===== config.mk =====
export PLATFORM = sky130hd
export DESIGN_NAME = trap_eval
export DESIGN_NICKNAME = d
export VERILOG_FILES = /design/src/rtl/trap_eval.sv
export SDC_FILE = /design/constraint.sdc
export NUM_CORES = 1
export LEC_CHECK = 0
export ABC_CLOCK_PERIOD_IN_PS = 800
export BUFFER_PORTS_ARGS = -buffer_cell sky130_fd_sc_hd__buf_2
export CORE_ASPECT_RATIO = 1.25
export CORE_MARGIN = 3
export CORE_UTILIZATION = 35
export CTS_CLUSTER_SIZE = 8
export DETAILED_ROUTE_END_ITERATION = 7
export PLACE_DENSITY = 0.8
export SLEW_MARGIN = 30
export SYNTH_ARGS = -nofsm -noshare
export SYNTH_HDL_FRONTEND = slang
export SYNTH_SLANG_ARGS = --single-unit
export TNS_END_PERCENT = 100

===== constraint.sdc =====
create_clock -name clk -period 0.8 [get_ports clk]
set_input_delay 0.08 -clock clk [delete_from_list [all_inputs] [get_ports clk]]
set_output_delay 0.08 -clock clk [all_outputs]
set_load 0.005 [all_outputs]

===== src/rtl/trap_eval.sv =====
module trap_eval #(
  parameter int DATA_W    = 32,
  parameter int IMM_W     = 16,
  parameter int SEL_W     = 3,
  parameter int CODE_W    = 5,
  parameter int TRAP_CODE = 13
) (
  input  logic              clk,
  input  logic              rst_n,
  input  logic              in_valid,
  input  logic [DATA_W-1:0] op_a,
  input  logic [DATA_W-1:0] op_b,
  input  logic [IMM_W-1:0]  imm,
  input  logic              use_imm,
  input  logic [SEL_W-1:0]  cond_sel,
  output logic              fire,
  output logic [CODE_W-1:0] exc_code,
  output logic              bad_cond
);

  localparam int EXT_W = DATA_W - IMM_W;
  localparam logic [CODE_W-1:0] CODE_TRAP = CODE_W'(TRAP_CODE);
  localparam logic [SEL_W-1:0] C_EQ  = SEL_W'(0);
  localparam logic [SEL_W-1:0] C_NE  = SEL_W'(1);
  localparam logic [SEL_W-1:0] C_GE  = SEL_W'(2);
  localparam logic [SEL_W-1:0] C_GEU = SEL_W'(3);
  localparam logic [SEL_W-1:0] C_LT  = SEL_W'(4);
  localparam logic [SEL_W-1:0] C_LTU = SEL_W'(5);

  logic [DATA_W-1:0] rhs;
  logic              is_eq, is_slt, is_ult;
  logic              hit, legal;

  assign rhs    = use_imm ? {{EXT_W{imm[IMM_W-1]}}, imm} : op_b;
  assign is_eq  = (op_a == rhs);
  assign is_ult = (op_a < rhs);
  assign is_slt = ($signed(op_a) < $signed(rhs));

  always_comb begin
    hit   = 1'b0;
    legal = 1'b1;
    case (cond_sel)
      C_EQ:    hit = is_eq;
      C_NE:    hit = !is_eq;
      C_GE:    hit = !is_slt;
      C_GEU:   hit = !is_ult;
      C_LT:    hit = is_slt;
      C_LTU:   hit = is_ult;
      default: legal = 1'b0;
    endcase
  end

  always_ff @(posedge clk or negedge rst_n) begin
    if (!rst_n) begin
      fire     <= 1'b0;
      exc_code <= '0;
      bad_cond <= 1'b0;
    end else begin
      fire     <= in_valid && legal && hit;
      exc_code <= (in_valid && legal && hit) ? CODE_TRAP : '0;
      bad_cond <= in_valid && !legal;
    end
  end

endmodule


Yosys cells after proc, flatten, opt, wreduce, memory -nomap -nowiden
Index checks and enable logic that the tools add are counted.

Bits of input ports: 87. Logic and storage cells: 24. Output and inout port bits: 7. Flip-flop bits (word level): 6.

Reductions and logical operators: 9. Muxes and demuxes: 4. Magnitude comparators: 2. Equal/unequal tests: 6.

Operator list (count): 32-bit < comparator (2); 32-bit equality test (1); 32-bit two-way mux (1); 3-bit by 2-bit equality test with 1-bit output, second input constant (2); 3-bit equality test, second input constant (2); 1-bit case mux with 6 select lines (1); 6-bit OR reduction (1); 1-bit logical NOT (4); 4-bit two-way mux (1); 3-bit by 1-bit equality test with 1-bit output, second input constant (1); 1-bit logical AND (3); 3-bit logical NOT (1); 1-bit two-way mux (1).

Depth between registers and ports, before layout
Depth in word-level cells: 6. Gate-level depth with buffers: 13. Depth with buffers taken out: 10.

Worst setup path before layout
OpenSTA, ideal clock, no wires.

Path type: input -> register. Start: in use_imm. End: reg exc_code[2]. Path buffers: 3. Arrival: 2.686 ns. Cell stages on the path: 13. Setup slack: -2.022 ns. Required time: 0.664 ns. Library setup time: 0.136 ns. Path through: clkbuf_1 > and2_1 > clkbuf_1 > clkbuf_1 > a21oi_1 > ha_1 > a21oi_1 > o21ai_0 > a2111oi_4 > o2bb2ai_1 > or3_1 > a21boi_0 > a311oi_1.

Word-level cells in the longest chain between the ends: 6. Elaborated cells on any way between the ends: 10. Those cells by class: 2 x order compare; 1 x eq/ne; 3 x mux; 4 x reduce/logical.

Ends and longest elaborated chain: start, declared (line 14) `input logic use_imm,`; 32-bit two-way mux (*) (line 34) `assign rhs = use_imm ? {{EXT_W{imm[IMM_W-1]}}, imm} : op_b;`; 32-bit < comparator (tied with other cells) (line 36) `assign is_ult = (op_a < rhs);`; 1-bit logical NOT (on tied branches) (line 46, 44, 45); 1-bit case mux with 6 select lines (*) (line 42) `case (cond_sel)`; 1-bit logical AND (*) (line 60) `exc_code <= (in_valid && legal && hit) ? CODE_TRAP : '0;`; 4-bit two-way mux (*) (line 60); end signal, assigned (line 60); end, declared (line 17) `output logic [CODE_W-1:0] exc_code,`.

Mark *: on every way between the ends. The rest lies on a longest branch, timed or not.

Final worst setup path
Ends and elaborated chain as after synthesis.

==> key figures <==
Clocking
  – Clk pin slew, worst setup/hold paths: 0.03 ns
  – CTS tree: built
  – Clock sink count: 2
  – Number of buffers created by CTS: 3
  – Clock buffer depth: 2
  – H-tree levels: 1
  – Buffer cell driving the clock tree root: clkbuf_4

Critical path
  – Type of origin of the critical path: input port
  – Kind of critical path: input port to flop
  – CP startpoint: use_imm
  – Slowest stage cell on the critical path: ha_1
  – Delay contributed by the slowest stage of the critical path: 0.31 ns
  – Signal arrival time at the worst endpoint: between 2 and 2.5 ns
  – Kind of end point of the critical path: flop
  – Ordered list of cells on the worst path: buf_12 -> and2_4 -> buf_12 -> a21oi_2 -> ha_1 -> buf_4 -> nand4_1 -> buf_4 -> nor4_1 -> nand3_1 -> xnor2_1 -> o31ai_1 -> a311oi_2
  – Maximum fanout along the worst path: 6
  – Critical path destination: exc_code[2]
  – Data required time of the critical path: 0.88 ns

GRT
  – Via count of the first global-routing pass: approximately 1,400
  – Total routing usage reported by global routing: 0.1741
  – Overflow left after global routing: 0
  – Pin count of the biggest net entering global routing: 18
  – First-pass GRT wire length: 5.616 mm
  – Antenna violations before repair: 0

Yosys
  – #FFs+latches synth: 2
  – Library cells used by synthesis: 34
  – Cells after synthesis: roughly 140
  – Count of synthesis-stage warnings from yosys: 0
  – Netlist area before placement: 1126 µm²
  – Post-synth EDFFs: 0
  – Primary flip-flop cell chosen by synthesis mapping: dfrtp_1
  – Sequential cell area fraction in the yosys report: 0.04444
  – Mean Syn Cell Area: 8.160 µm²
  – Ys async rst share: 1.000

STA
  – Final number of max-transition violations: 0
  – Sum of negative setup slack: -1.297 ns
  – Fin. Hold Viols: 0
  – Final worst setup slack: -1.250 ns
  – Final clock period utilization by the worst path: 2.562
  – RSZ-0062 raised after global routing: true
  – Upper clock frequency limit: 487.9 MHz
  – Smallest hold slack: 0.1092 ns
  – Clock period minus worst slack: 2.050 ns
  – Number of setup violations in the final report: 5

Layout
  – Share of post-route cells with drive strength above 1: 0.5519
  – Cell area after layout: 1897 µm²
  – Post-layout utilization of the core: 0.6322
  – Layout overhead on the synthesized area: 68.44%
  – Nets: 362
  – Number of diodes added for antenna fixing: 0
  – Final cell count without fillers: 277

Worst hold path
  – Worst min-delay path class: input port to flop

Routing
  – Post-Route WL: 3.526 mm
  – Number of remaining DRC errors: 0
  – Vias per cell: 5.112
  – Antenna-violating nets left: 0
  – Total iterations of the first detailed-routing run: 4
  – Average routed wire per standard cell: 12.73 µm
  – Via count: 1,416
  – Count of routing violations after the opening detailed-route iteration: 19

Die
  – Area of the die: 3938 µm²
  – Width of the chip: between 50 and 60 µm
  – Ports placed on the boundary: 94
  – Number of rows created at floorplan: 22
  – Initial core utilization: 0.3753
  – Standard cell core area: 3000 µm²
  – Die H: a little under 70 µm

Place
  – Placed Cells: 266
  – Port-buffer cells: slightly above 90
  – Cell Area, Placed: 1692 µm²
  – Post-detailed-placement half-perimeter wirelength: between 2 and 3 mm
  – Routability congestion estimate from global placement: roughly 0.80

Power
  – Reported leakage power: just over 1 nW
  – Worst-case vdd ir drop: 0.0004151 V
  – Power per cell area: 740.2 nW/µm²

Status
  – Violated checks: setup timing
  – Result of the run: finished with violations

Run
  – Max-cap viol count: 0
[registers in the layout (all words and copies together), names as in the netlist]
| signal | cells |
|---|---|
| bad_cond | 1 |
| exc_code | 1 |
[kinds of logic (layout without fill, tap and decap cells)]
logic type | after synthesis | after routing | synth area share
buffers and inverters | 14 | 115 | 0.06333
multiplexers | 15 | 15 | 0.1344
flip-flops | 2 | 2 | 0.04445
adder cells (fa/ha/maj) | 32 | 32 | 0.3556
other | 1 | 2 | 0.003330
XOR/XNOR | 1 | 1 | 0.007779
AND/OR/NAND/NOR | 24 | 25 | 0.1167
AO/OA/AOI/OAI | 49 | 49 | 0.2744
[critical path: cells and delay by family]
kind                       cells  cell delay (ns)
AOI/OAI and AO/OA              3             0.41
adders and majority gates      1             0.31
buffers and inverters          4             0.49
xor gates and xnor gates       1             0.15
and+or+nand+nor                4             0.68
[cell type report]
type / instances / area [µm²]
multi-input combinational: 124 / 1095
sequential: 2 / 50.05
clock buffer: 3 / 22.52
fill: 273 / 1104
tap: 36 / 45.04
timing repair buffer: 108 / 668.1
inverter: 4 / 16.27
[metal layers]
layer,global-route usage,vias to the layer above,wire (µm)
met5,0,-,0
li1,-,741,-
met4,0.03608,0,16
met1,0.1871,611,1328
met2,0.3406,61,1916
met3,0.03352,3,265
[cells in the mapped netlist, types with 3 or more instances]
library cell / count / area [µm²]
o21ai_0: 3 / 15.01
nand4_1: 6 / 37.54
nand2_1: 6 / 22.52
nor4_1: 3 / 18.77
o21a_1: 3 / 22.52
clkbuf_1: 4 / 15.01
inv_1: 3 / 11.26
a21oi_1: 31 / 155.2
mux2i_1: 14 / 140.1
buf_4: 5 / 37.54
ha_1: 32 / 400.4
[how the worst min path moves through the flow]
stage / start / endpoint / cells after the start
6_report: cond_sel[2] / exc_code[2] / 2
5_1_grt: cond_sel[2] / exc_code[2] / 2
4_1_cts: cond_sel[2] / exc_code[2] / 2
3_5_place_dp: rst_n / bad_cond / 1
3_3_place_gp: rst_n / bad_cond / 1
2_1_floorplan: rst_n / bad_cond / 0
[through the flow]
step	total power, mW	setup slack, ns
after floorplan	0.7070	-1.368
after global placement	1.017	-1.517
after detailed placement	1.053	-1.542
after CTS	1.361	-1.183
after global routing	1.584	-1.338
final	1.404	-1.250
[layout by cell type, fill, tap and decap left out, drive strengths merged]
cell type	n
a21boi	2
a21oi	31
xnor2	1
a2111oi	1
and3	1
or3	1
a311oi	1
and2	2
nor2	2
dlygate4sd3	1
ha	32
clkbuf	3
and4	1
a21o	1
inv	3
conb	2
o21ai	4
nand4	6
o31a	1
mux2i	14
nand3	1
o31ai	1
mux2	1
nand2	6
nor4	3
a211oi	1
o21a	3
o2bb2ai	1
o211ai	2
buf	107
nor2b	2
dfrtp	2
clkinv	1
[timing repair]
item	in CTS	in global routing
hold endpoints to repair	2	0
setup buffers	4	2
pin swaps	20	16
hold buffers	1	0
gates resized for setup	12	12
cloned	2	0
setup endpoints to repair	5	5
[report_power, final]
group	internal [mW]	switching [mW]
logic	0.587	0.483
clock network	0.165	0.0530
registers	0.110	0.00488
total	0.863	0.541
(Power assumes the default switching activity.)
